<file path="config.mk">
export PLATFORM = sky130hd
export DESIGN_NAME = accum_cpu
export DESIGN_NICKNAME = d
export VERILOG_FILES = /design/src/rtl/acc_pkg.sv /design/src/rtl/acc_rst_sync.sv /design/src/rtl/acc_decode.sv /design/src/rtl/acc_cond.sv /design/src/rtl/acc_alu.sv /design/src/rtl/accum_cpu.sv
export SDC_FILE = /design/constraint.sdc
export NUM_CORES = 1
export LEC_CHECK = 0
export ABC_CLOCK_PERIOD_IN_PS = 2480
export BUFFER_PORTS_ARGS = -buffer_cell sky130_fd_sc_hd__buf_4
export CAP_MARGIN = 15
export CORE_UTILIZATION = 30
export DETAILED_ROUTE_END_ITERATION = 16
export PLACE_DENSITY_LB_ADDON = 0.15
export SLEW_MARGIN = 20
export SYNTH_ARGS = -nofsm -noshare
export SYNTH_HDL_FRONTEND = slang
export SYNTH_SLANG_ARGS = --single-unit
</file>
<file path="constraint.sdc">
create_clock -name clk -period 2.48 [get_ports clk]
set_input_delay 0.248 -clock clk [delete_from_list [all_inputs] [get_ports clk]]
set_output_delay 0.248 -clock clk [all_outputs]
set_load 0.05 [all_outputs]
</file>
<file path="src/rtl/acc_pkg.sv">
`timescale 1ns/1ps
package acc_pkg;

  // Opcode nibble width; the field width follows from the word width.
  localparam int OPC_W = 4;

  localparam logic [OPC_W-1:0] OPC_LDI  = 4'h1;
  localparam logic [OPC_W-1:0] OPC_LD   = 4'h2;
  localparam logic [OPC_W-1:0] OPC_LDX  = 4'h3;
  localparam logic [OPC_W-1:0] OPC_ST   = 4'h4;
  localparam logic [OPC_W-1:0] OPC_STX  = 4'h5;
  localparam logic [OPC_W-1:0] OPC_JMP  = 4'h6;
  localparam logic [OPC_W-1:0] OPC_JZ   = 4'h7;
  localparam logic [OPC_W-1:0] OPC_JP   = 4'h8;
  localparam logic [OPC_W-1:0] OPC_JN   = 4'h9;
  localparam logic [OPC_W-1:0] OPC_ADD  = 4'hA;

  typedef enum logic [2:0] {
    ST_FETCH,
    ST_DECODE,
    ST_PTR,
    ST_MEM,
    ST_HALT
  } state_e;

  typedef enum logic [3:0] {
    K_NOP,
    K_HALT,
    K_NEG,
    K_LDI,
    K_LD,
    K_LDX,
    K_ST,
    K_STX,
    K_ADD,
    K_BR
  } kind_e;

  typedef enum logic [1:0] {
    C_ALWAYS,
    C_ZERO,
    C_POS,
    C_NEG
  } cond_e;

  typedef enum logic [1:0] {
    A_SEXT,
    A_NEG,
    A_PASS,
    A_ADD
  } alu_e;

endpackage

</file>
<file path="src/rtl/acc_rst_sync.sv">
`timescale 1ns/1ps
module acc_rst_sync #(
  parameter int STAGES = 2
) (
  input  logic clk,
  input  logic arst_n,
  output logic srst_n
);

  logic [STAGES-1:0] sync_q;

  generate
    if (STAGES == 1) begin : g_single
      always_ff @(posedge clk or negedge arst_n) begin
        if (!arst_n) sync_q <= '0;
        else         sync_q <= 1'b1;
      end
    end else begin : g_chain
      always_ff @(posedge clk or negedge arst_n) begin
        if (!arst_n) sync_q <= '0;
        else         sync_q <= {sync_q[STAGES-2:0], 1'b1};
      end
    end
  endgenerate

  assign srst_n = sync_q[STAGES-1];

endmodule

</file>
<file path="src/rtl/acc_decode.sv">
`timescale 1ns/1ps
module acc_decode
  import acc_pkg::*;
#(
  parameter int DATA_W = 16
) (
  input  logic [DATA_W-1:0] instr,
  output kind_e             kind,
  output cond_e             cond,
  output alu_e              alu_sel,
  output logic              mem_phase,
  output logic              indirect,
  output logic              is_store
);

  localparam logic [DATA_W-1:0] WORD_HALT = '0;
  localparam logic [DATA_W-1:0] WORD_NEG  = {{(DATA_W-1){1'b0}}, 1'b1};

  logic [OPC_W-1:0] opc;
  assign opc = instr[DATA_W-1 -: OPC_W];

  always_comb begin
    kind    = K_NOP;
    cond    = C_ALWAYS;
    alu_sel = A_PASS;
    if (instr == WORD_HALT) begin
      kind = K_HALT;
    end else if (instr == WORD_NEG) begin
      kind    = K_NEG;
      alu_sel = A_NEG;
    end else begin
      case (opc)
        OPC_LDI: begin kind = K_LDI; alu_sel = A_SEXT; end
        OPC_LD:  kind = K_LD;
        OPC_LDX: kind = K_LDX;
        OPC_ST:  kind = K_ST;
        OPC_STX: kind = K_STX;
        OPC_ADD: begin kind = K_ADD; alu_sel = A_ADD; end
        OPC_JMP: begin kind = K_BR; cond = C_ALWAYS; end
        OPC_JZ:  begin kind = K_BR; cond = C_ZERO;   end
        OPC_JP:  begin kind = K_BR; cond = C_POS;    end
        OPC_JN:  begin kind = K_BR; cond = C_NEG;    end
        default: kind = K_NOP;
      endcase
    end
  end

  assign mem_phase = (kind == K_LD) || (kind == K_LDX) || (kind == K_ST) ||
                     (kind == K_STX) || (kind == K_ADD);
  assign indirect  = (kind == K_LDX) || (kind == K_STX);
  assign is_store  = (kind == K_ST) || (kind == K_STX);

endmodule

</file>
<file path="src/rtl/acc_cond.sv">
`timescale 1ns/1ps
module acc_cond
  import acc_pkg::*;
#(
  parameter int DATA_W = 16
) (
  input  logic [DATA_W-1:0] acc,
  input  cond_e             cond,
  output logic              taken
);

  logic is_zero;
  logic is_neg;

  assign is_zero = (acc == '0);
  assign is_neg  = acc[DATA_W-1];

  always_comb begin
    case (cond)
      C_ZERO:  taken = is_zero;
      C_POS:   taken = !is_zero && !is_neg;
      C_NEG:   taken = is_neg;
      default: taken = 1'b1;
    endcase
  end

endmodule

</file>
<file path="src/rtl/acc_alu.sv">
`timescale 1ns/1ps
module acc_alu
  import acc_pkg::*;
#(
  parameter int DATA_W = 16,
  parameter int FLD_W  = 12
) (
  input  logic [DATA_W-1:0] acc,
  input  logic [FLD_W-1:0]  field,
  input  logic [DATA_W-1:0] rdata,
  input  alu_e              sel,
  output logic [DATA_W-1:0] result
);

  localparam int EXT_W = DATA_W - FLD_W;

  always_comb begin
    case (sel)
      A_SEXT:  result = {{EXT_W{field[FLD_W-1]}}, field};
      A_NEG:   result = '0 - acc;
      A_ADD:   result = acc + rdata;
      default: result = rdata;
    endcase
  end

endmodule

</file>
<file path="src/rtl/accum_cpu.sv">
`timescale 1ns/1ps
module accum_cpu
  import acc_pkg::*;
#(
  parameter int DATA_W     = 16,
  parameter int RST_STAGES = 2
) (
  input  logic                    clk,
  input  logic                    rst_n,
  output logic                    mem_en,
  output logic                    mem_rd,
  output logic [DATA_W-OPC_W-1:0] mem_addr,
  output logic [DATA_W-1:0]       mem_wdata,
  input  logic [DATA_W-1:0]       mem_rdata,
  output logic                    halted,
  output logic [DATA_W-1:0]       acc_value,
  output logic [DATA_W-OPC_W-1:0] pc_value
);

  localparam int FLD_W = DATA_W - OPC_W;

  logic srst_n;

  state_e             state_q, state_nxt;
  logic [FLD_W-1:0]   pc_q, pc_nxt;
  logic [DATA_W-1:0]  ir_q;
  logic [FLD_W-1:0]   ea_q, ea_nxt;
  logic [DATA_W-1:0]  acc_q;
  logic [DATA_W-1:0]  acc_nxt;
  logic               pc_en, ir_en, ea_en, acc_en;

  kind_e              kind;
  cond_e              cond;
  alu_e               alu_sel;
  logic               mem_phase, indirect, is_store;
  logic               br_taken;
  logic [FLD_W-1:0]   field;

  acc_rst_sync #(.STAGES(RST_STAGES)) u_rst_sync (
    .clk    (clk),
    .arst_n (rst_n),
    .srst_n (srst_n)
  );

  acc_decode #(.DATA_W(DATA_W)) u_decode (
    .instr     (ir_q),
    .kind      (kind),
    .cond      (cond),
    .alu_sel   (alu_sel),
    .mem_phase (mem_phase),
    .indirect  (indirect),
    .is_store  (is_store)
  );

  acc_cond #(.DATA_W(DATA_W)) u_cond (
    .acc   (acc_q),
    .cond  (cond),
    .taken (br_taken)
  );

  assign field = ir_q[FLD_W-1:0];

  acc_alu #(.DATA_W(DATA_W), .FLD_W(FLD_W)) u_alu (
    .acc    (acc_q),
    .field  (field),
    .rdata  (mem_rdata),
    .sel    (alu_sel),
    .result (acc_nxt)
  );

  // Sequencer: next state
  always_comb begin
    state_nxt = state_q;
    case (state_q)
      ST_FETCH:  state_nxt = ST_DECODE;
      ST_DECODE: begin
        if (kind == K_HALT)  state_nxt = ST_HALT;
        else if (mem_phase)  state_nxt = indirect ? ST_PTR : ST_MEM;
        else                 state_nxt = ST_FETCH;
      end
      ST_PTR:    state_nxt = ST_MEM;
      ST_MEM:    state_nxt = ST_FETCH;
      ST_HALT:   state_nxt = ST_HALT;
      default:   state_nxt = ST_FETCH;
    endcase
  end

  // Register enables and next values
  always_comb begin
    ir_en  = (state_q == ST_FETCH);
    pc_en  = (state_q == ST_FETCH) ||
             ((state_q == ST_DECODE) && (kind == K_BR) && br_taken);
    pc_nxt = (state_q == ST_FETCH) ? pc_q + FLD_W'(1) : field;
    ea_en  = (state_q == ST_DECODE) || (state_q == ST_PTR);
    ea_nxt = (state_q == ST_PTR) ? mem_rdata[FLD_W-1:0] : field;
    acc_en = ((state_q == ST_DECODE) && ((kind == K_LDI) || (kind == K_NEG))) ||
             ((state_q == ST_MEM) &&
              ((kind == K_LD) || (kind == K_LDX) || (kind == K_ADD)));
  end

  // Registers
  always_ff @(posedge clk or negedge srst_n) begin
    if (!srst_n) begin
      state_q <= ST_FETCH;
      pc_q    <= '0;
      ir_q    <= '0;
      ea_q    <= '0;
      acc_q   <= '0;
    end else begin
      state_q <= state_nxt;
      if (pc_en)  pc_q  <= pc_nxt;
      if (ir_en)  ir_q  <= mem_rdata;
      if (ea_en)  ea_q  <= ea_nxt;
      if (acc_en) acc_q <= acc_nxt;
    end
  end

  // Bus drive
  always_comb begin
    mem_en   = 1'b0;
    mem_rd   = 1'b1;
    mem_addr = pc_q;
    case (state_q)
      ST_FETCH: begin
        mem_en   = 1'b1;
        mem_addr = pc_q;
      end
      ST_PTR: begin
        mem_en   = 1'b1;
        mem_addr = ea_q;
      end
      ST_MEM: begin
        mem_en   = 1'b1;
        mem_rd   = !is_store;
        mem_addr = ea_q;
      end
      default: begin
        mem_en = 1'b0;
      end
    endcase
  end

  assign mem_wdata = acc_q;
  assign halted    = (state_q == ST_HALT);
  assign acc_value = acc_q;
  assign pc_value  = pc_q;

endmodule

</file>
==> impl_metrics.toml, run 1 <==
[clock_tree]
clock_sinks = 61
cts_tree = "done"
clkSlewWorstSetupHoldPaths_ps = 60
numCtsBuffers = 9
root_buffer = "clkbuf_16"
ctsLongestPathBuffers = 2
clk_latency_ps = 350
htree_num_levels = 3

[global_route]
grt-ovfl-total = 0
grt_use_total = 0.216
grt_start_max_net_pins = 60
antenna_found_initial = 0
grt_pass1_wl_microns = 26500
grt_pass1_vias = 4852

[timing]
final_hold_viol_count = 0
slew_viol_final = 0
max_freq_mhz = 397
fin_skew_ps = 8.23
max_slew.worst_pin.slew_ps = 625
period_minus_slack_ps = 2520
slew_headroom = 0.572
rsz0062_at_grt = "true"
tns_ps = -62.2
final-setup-viol-count = 2
worst_slack_ps = -37.7
finalCritPeriodShare = 1.02

[die]
coreArea_sq_um = 15100
die_area_sq_um = 16000
dieWidth_microns = 127
start_util = 0.307
fp.dieH_microns = 127
num_rows = 45
ioPinCount = 77

[final_layout]
nets = 723
final_common_cell = "buf_4"
layout_common_cells = "buf_4, nand2_1, a21oi_1"
area_delta_synth_final_pct = 34.6
drive_above_1_share = 0.290
insertedDiodeCount = 0

[detailed_routing]
viasPerCell = 5.65
ant_nets = 0
drt_iter0_drc = 283
routed_wl_microns = 16800
dr.pass1.iters = 11
routedWlPerCell_microns = 19.1
drc = 2
via_count = 4972

[synth]
ys_seq_area_frac = 0.328
postSynthAreaPerCell_sq_um = 7.96
synth-main-ff-cell = "dfrtp_1"
synth-edff-count = 0
yosysWarnings = 0
synth.net_count = 621
async_flop_share = 1.00
synth_cells = 585
synth.distinct_cells = 69
syn-cell-area_sq_um = 4650
ys_seq_elements = 61

[critical_path]
cp.arrival_ps = 2740
startpoint_type = "flip-flop"
crit_fanout = 7
cp.required_ps = 2700
cp-end-kind = "flip-flop"
critical_path_class = "reg -> reg"

[placed_design]
port_buffers = 76
routabilityCongestion = 0.855
post-dp-hpwl_microns = 12400

[status]
violations = "DRC, setup timing"
outcome = "finished with violations"

[flow_run]
maxCapViolCount = 0

[worst_hold_path]
hp-class = "in -> reg"
sequential cells by signal (all words and copies together) (netlist names):
name               count
state_q                3
acc_value             16
ea_q                  12
ir_q                  16
u_rst_sync.sync_q      2
pc_value              12
cells in the mapped netlist (9+ instances only):
| cell type | number | area [sq um] |
|---|---|---|
| a21oi_1 | 63 | 315 |
| buf_4 | 16 | 120 |
| clkbuf_1 | 28 | 105 |
| dfrtp_1 | 61 | 1530 |
| ha_1 | 17 | 213 |
| inv_1 | 15 | 56.3 |
| nand2_1 | 79 | 297 |
| nand3_1 | 10 | 50.1 |
| nor2_1 | 41 | 154 |
| nor3_1 | 22 | 110 |
| o21ai_0 | 35 | 175 |
| o22ai_1 | 19 | 119 |
| or3_1 | 9 | 56.3 |
| xnor2_1 | 15 | 131 |
per-stage QoR:
| step | setup slack, ps | utilization | std cells | hold slack, ps | instance area (sq um) |
|---|---|---|---|---|---|
| CTS | -35.8 | 0.412 | 882 | 114 | 6240 |
| finish | -37.7 | 0.414 | 880 | 125 | 6260 |
| global route | -87.0 | 0.414 | 880 | 133 | 6260 |
| detailed placement | -44.2 | 0.379 | 857 | 31.2 | 5740 |
| floorplan | -152 | - | 585 | -47.6 | 4700 |
| global placement | 19.0 | 0.379 | 857 | 30.2 | 5740 |
final cells by class:
type	count	area [sq um]
clock buffer	10	229
clock inverter	6	111
fill	1553	8880
inverter	16	61.3
multi-input combinational	456	2940
sequential	61	1540
tap	188	235
timing repair buffer	143	1150
per-layer routing:
layer,vias up,routed length [microns],global-route usage,share of wire
met4,0,303,0.0680,0.018
met2,148,8210,0.371,0.49
met3,22,913,0.0510,0.054
met5,-,0,0,0
li1,2351,-,-,-
met1,2451,7380,0.266,0.44
cells by family (layout without fill, tap and decap cells):
group                    Yosys count  in the layout  synth area share
AO/OA/AOI/OAI                    197            197             0.272
other                              1              1          0.000806
XOR/XNOR                          19             19            0.0358
flip-flops                        61             61             0.328
buffers and inverters             68            175            0.0699
multiplexers                      12             12            0.0277
adder cells (fa/ha/maj)           18             18            0.0500
AND/OR/NAND/NOR                  209            209             0.216
path summary, 6_finish.rpt:
kind | from | endpoint | slack (ps) | cells after the start
setup reg to reg | acc_value[0] | pc_value[0] | -40 | 9
min in group asynchronous | rst_n | u_rst_sync.sync_q[1] | 230 | 2
hold / removal | mem_rdata[15] | ir_q[15] | 130 | 3
max in group asynchronous | u_rst_sync.sync_q[1] | acc_value[2] | 1900 | 1
setup / recovery | acc_value[0] | pc_value[0] | -40 | 9
hold reg to reg | u_rst_sync.sync_q[1] | acc_value[9] | 270 | 1
what timing repair did:
action                                  in CTS  in global routing
endpoints found under the setup margin      12                 19
gates resized for setup                      9                 17
hold endpoints to repair                     2                  0
pin swaps                                    0                  6
gates cloned                                 2                  0
hold buffers                                 1                  0
buffers inserted                             6                  1
worst max-delay path, stage by stage, from the launching register on:
cell       delay (ps)
dfrtp_2           440
inv_2              80
ha_4              120
or4b_4            470
or3_4             380
a2bb2oi_4         160
o2111ai_4         250
buf_12            160
nor2_1             50
a311o_1           280
Power of run 1 is not shown: default switching activity piles up to over one toggle a cycle in this logic, so the estimate is an artifact.
==> inputs of run 2 (changes only) <==
--- a/config.mk
+++ b/config.mk
@@ -8,8 +8,11 @@
 export ABC_CLOCK_PERIOD_IN_PS = 2480
 export BUFFER_PORTS_ARGS = -buffer_cell sky130_fd_sc_hd__buf_4
 export CAP_MARGIN = 15
-export CORE_UTILIZATION = 30
+export CELL_PAD_IN_SITES_DETAIL_PLACEMENT = 0
+export CELL_PAD_IN_SITES_GLOBAL_PLACEMENT = 1
+export CORE_UTILIZATION = 42
 export DETAILED_ROUTE_END_ITERATION = 16
+export GPL_TIMING_DRIVEN = 0
 export PLACE_DENSITY_LB_ADDON = 0.15
 export SLEW_MARGIN = 20
 export SYNTH_ARGS = -nofsm -noshare
==> run 2 against run 1 <==
The flow finishes with violations (setup timing). Cell area fell by 4.3%. Maximum frequency grew 1.5%. Hold slack improved by 1.8 ps. Non-clock buffer count stayed put. Via count grew 1.7%. Routed wire length fell by 1.7%. First-iteration DRC count grew 55%. Worst setup slack better by 36 ps. Clock skew decreased by 0.65 ps. Die area fell by 28%. Critical path type unchanged. Largest cell class unchanged. Highest routed layer unchanged.
==> impl_metrics.toml, run 2 (synthesis results as in run 1) <==
[global_route]
grt_use_total = 0.292
grt-ovfl-total = 0
grt_pass1_wl_microns = 25300
grt_pass1_vias = 4502
grt_start_max_net_pins = 51
antenna_found_initial = 0

[critical_path]
startpoint_type = "flip-flop"
crit_fanout = 5
cp.arrival_ps = 2720
cp.required_ps = 2720
critical_path_class = "reg -> reg"
cp-end-kind = "flip-flop"

[placed_design]
port_buffers = 76
dp_cells = 802
routabilityCongestion = 0.856
post-dp-hpwl_microns = 11600

[clock_tree]
numCtsBuffers = 9
clkSlewWorstSetupHoldPaths_ps = 70
htree_num_levels = 3
root_buffer = "clkbuf_8"
ctsLongestPathBuffers = 2
clk_latency_ps = 350
clock_sinks = 61
cts_tree = "done"

[timing]
rsz0062_at_grt = "true"
worst_hold_slack_ps = 127
final_hold_viol_count = 0
fin_skew_ps = 7.58
max_freq_mhz = 403
slew_viol_final = 0
final-setup-viol-count = 1
max_slew.worst_pin.slew_ps = 841
period_minus_slack_ps = 2480
worst_slack_ps = -1.71
finalCritPeriodShare = 1.00
slew_headroom = 0.435

[final_layout]
nets = 723
area_delta_synth_final_pct = 28.8
instances_no_fill = 832
final_core_util = 0.553
final_common_cell = "buf_4"
insertedDiodeCount = 0
drive_above_1_share = 0.280
layout_common_cells = "buf_4, nand2_1, a21oi_1"

[die]
coreArea_sq_um = 10800
fp.dieH_microns = 107
dieWidth_microns = 107
die_area_sq_um = 11500
ioPinCount = 77
num_rows = 38
start_util = 0.429

[status]
violations = "setup timing"
outcome = "finished with violations"

[worst_hold_path]
hp-class = "in -> reg"

[detailed_routing]
dr.pass1.iters = 7
drt_iter0_drc = 440
viasPerCell = 6.08
drc = 0
ant_nets = 0
routedWlPerCell_microns = 19.8
via_count = 5057
routed_wl_microns = 16500

[flow_run]
maxCapViolCount = 0
==> run 2: cell count changes in the layout (fill, tap and decap cells not counted), moves of 3 or more <==
cell | previous run | this run
buf_4 | 135 | 111
clkbuf_1 | 1 | 16
clkbuf_8 | 0 | 11
clkbuf_16 | 9 | 0
clkbuf_2 | 0 | 6
buf_12 | 5 | 0
buf_1 | 0 | 4
ha_1 | 16 | 12
ha_4 | 1 | 5
dfrtp_1 | 53 | 50
nor4_1 | 6 | 3
==> run 2: routing by layer <==
layer | up-vias | track usage | wire length (microns)
met4 | 0 | 0.0812 | 329
li1 | 2369 | - | -
met3 | 17 | 0.0569 | 1360
met5 | - | 0 | 0
met1 | 2453 | 0.444 | 7670
met2 | 218 | 0.414 | 7150
==> run 2: final timing paths <==
check	from	end	slack, ps	depth (start not counted)
max in group asynchronous	u_rst_sync.sync_q[1]	acc_value[12]	1780	1
worst max register to register	acc_value[1]	pc_value[0]	-2	9
worst min register to register	u_rst_sync.sync_q[1]	ir_q[8]	170	0
worst max-delay path	acc_value[1]	pc_value[0]	-2	9
min in group asynchronous	u_rst_sync.sync_q[1]	ir_q[8]	170	0
worst min-delay path	mem_rdata[15]	ir_q[15]	130	3
==> run 2: stage by stage <==
step,instance area [sq um],TNS (ps),setup WS (ps)
finish,6000,-1.71,-1.71
global route,6000,-414,-70.0
CTS,5840,-0.287,-0.287
detailed placement,5470,-5570,-522
global placement,5440,-18840,-556
floorplan,4700,-590,-152
==> run 2: worst max-delay path, cell delays in order, from the launching register on <==
cell and delay (ps):
dfrtp_2 440, inv_2 70, ha_4 120, or4b_4 480, or3_4 350, a2bb2oi_2 150, o2111ai_4 280, buf_6 170
nor2_1 40, a311o_1 260
==> run 2: final cells by class <==
class                      count  area [sq um]
clock buffer                  12           155
timing repair buffer          98           756
fill                        1041          4840
multi-input combinational    456          3010
inverter                      16          60.1
tap                          140           175
sequential                    61          1540
clock inverter                 4          47.5
buffer                        45           253
==> run 2: timing repair <==
item,CTS,global route
endpoints found under the hold margin,2,0
resized for setup,27,27
setup buffers,11,8
gates cloned,1,0
hold buffers,1,0
endpoints found under the setup margin,28,32
pin swaps,5,9
Power of run 2 is left out for the same reason.
==> inputs of run 3 (changes only) <==
--- a/config.mk
+++ b/config.mk
@@ -10,10 +10,11 @@
 export CAP_MARGIN = 15
 export CELL_PAD_IN_SITES_DETAIL_PLACEMENT = 0
 export CELL_PAD_IN_SITES_GLOBAL_PLACEMENT = 1
+export CORE_MARGIN = 2
 export CORE_UTILIZATION = 42
 export DETAILED_ROUTE_END_ITERATION = 16
 export GPL_TIMING_DRIVEN = 0
-export PLACE_DENSITY_LB_ADDON = 0.15
+export PLACE_DENSITY = 0.9
 export SLEW_MARGIN = 20
 export SYNTH_ARGS = -nofsm -noshare
 export SYNTH_HDL_FRONTEND = slang
==> run 3 against run 2 <==
The flow still finishes with violations (setup timing). Critical path depth fell by 2. Routed wire length fell by 1.1%. Sequential share of layout area barely moved. Sequential cell count did not move. Cell area fell by 0.38%. Final cell count fell by 0.48%. First-iteration DRC count rose by 12%. Critical endpoint unchanged.
==> impl_metrics.toml, run 3 (synthesis results as in run 1) <==
[timing]
period_minus_slack_ps = 2540
rsz0062_at_grt = "true"
max_slew.worst_pin.slew_ps = 928
final_hold_viol_count = 0
slew_headroom = 0.377
max_freq_mhz = 393
final-setup-viol-count = 11
finalCritPeriodShare = 1.03
fin_skew_ps = 15.1
worst_slack_ps = -63.4
slew_viol_final = 0

[placed_design]
place_ws_ps = -522
post-dp-hpwl_microns = 11600
routabilityCongestion = 0.947
port_buffers = 76

[die]
start_util = 0.429
num_rows = 38
fp.dieH_microns = 109
dieWidth_microns = 109
die_area_sq_um = 11900
ioPinCount = 77
coreArea_sq_um = 10800

[clock_tree]
htree_num_levels = 3
clock_sinks = 61
ctsLongestPathBuffers = 2
clk_latency_ps = 370
clkSlewWorstSetupHoldPaths_ps = 80
root_buffer = "clkbuf_8"
numCtsBuffers = 9
cts_tree = "done"

[detailed_routing]
ant_nets = 0
drc = 0
routedWlPerCell_microns = 19.7
via_count = 5160
dr.pass1.iters = 6
drt_iter0_drc = 494
routed_wl_microns = 16300
viasPerCell = 6.23

[critical_path]
cp.arrival_ps = 2800
path_depth = 7
crit_chain = "or4_4, or3_4, a2bb2oi_2, o2111ai_4, buf_6, nor2_1, a311o_1"
crit_fanout = 7
cp-end-kind = "flip-flop"
cp_top_family = "simple AND/OR/NAND/NOR gates"
critical_path_class = "reg -> reg"
slowest_delay_ps = 580
cp.required_ps = 2730
crit_buf_inv = 1
startpoint_type = "flip-flop"
reg2regPathDepth = 7
crit_path_top_delay_cell = "or4_4"

[final_layout]
area_delta_synth_final_pct = 28.4
layout_common_cells = "buf_4, nand2_1, a21oi_1"
insertedDiodeCount = 0
drive_above_1_share = 0.275
nFillCells = 1024
nets = 719
final_common_cell = "buf_4"

[global_route]
grt_pass1_vias = 4622
antenna_found_initial = 0
grt-ovfl-total = 0
grt_use_total = 0.277
grt_pass1_wl_microns = 25100
grt_start_max_net_pins = 35

[worst_hold_path]
hold_depth = 3
hp-class = "in -> reg"

[status]
violations = "setup timing"
outcome = "finished with violations"

[flow_run]
maxCapViolCount = 0
[run 3: cell count changes in the layout (fill, tap and decap cells not counted), sizes merged]
cell and change:
inv +1, clkbuf +1, clkinv +1, bufinv +1, buf -8
[run 3: final timing paths]
kind                       slack [ps]                 start                    to
setup / recovery                  -60          acc_value[6]           pc_value[0]
hold / removal                    130          mem_rdata[3]               ir_q[3]
setup reg to reg                  -60          acc_value[6]           pc_value[0]
hold reg to reg                   250  u_rst_sync.sync_q[1]              ea_q[10]
max in group asynchronous        1700  u_rst_sync.sync_q[1]         acc_value[13]
min in group asynchronous         190                 rst_n  u_rst_sync.sync_q[0]
[run 3: worst min-delay path: stages]
cell     delay, ps
buf_4          120
nand2_1         50
nand2_1         50
[run 3: area by class of cell]
type / count / area, sq um / share of cell area
Tap cell: 140 / 175 / 0.0293
Multi-Input combinational cell: 456 / 3010 / 0.504
Inverter: 16 / 60.1 / 0.0101
Clock inverter: 7 / 98.8 / 0.0165
Sequential cell: 61 / 1540 / 0.258
Timing Repair Buffer: 92 / 706 / 0.118
Buffer: 47 / 262 / 0.0438
Clock buffer: 9 / 124 / 0.0207
[run 3: layer usage]
metal / GRT usage / routed length [microns] / vias up
met5: 0 / 0 / -
met4: 0.100 / 448 / 0
met3: 0.0395 / 1230 / 42
met2: 0.430 / 7510 / 274
met1: 0.393 / 7140 / 2499
li1: - / - / 2345
[run 3: per-stage QoR]
step                      cell area, sq um  hold slack [ps]  cells  TNS [ps]  utilization
after detailed placement              5470             32.1    802     -5690        0.504
final                                 5970              126    828      -345        0.551
after CTS                             5850              118    827      -139        0.539
after floorplan                       4700            -47.6    585      -590            -
after global placement                5440             30.1    801    -18100        0.502
after global routing                  5970              132    828     -1280        0.551
[run 3: repair_timing]
action,4_1_cts,5_1_grt
hold buffers,1,0
buffers inserted,13,1
endpoints found under the setup margin,28,32
endpoints found under the hold margin,2,0
resized for setup,22,33
pin swaps,1,6
Power of run 3 is left out for the same reason.
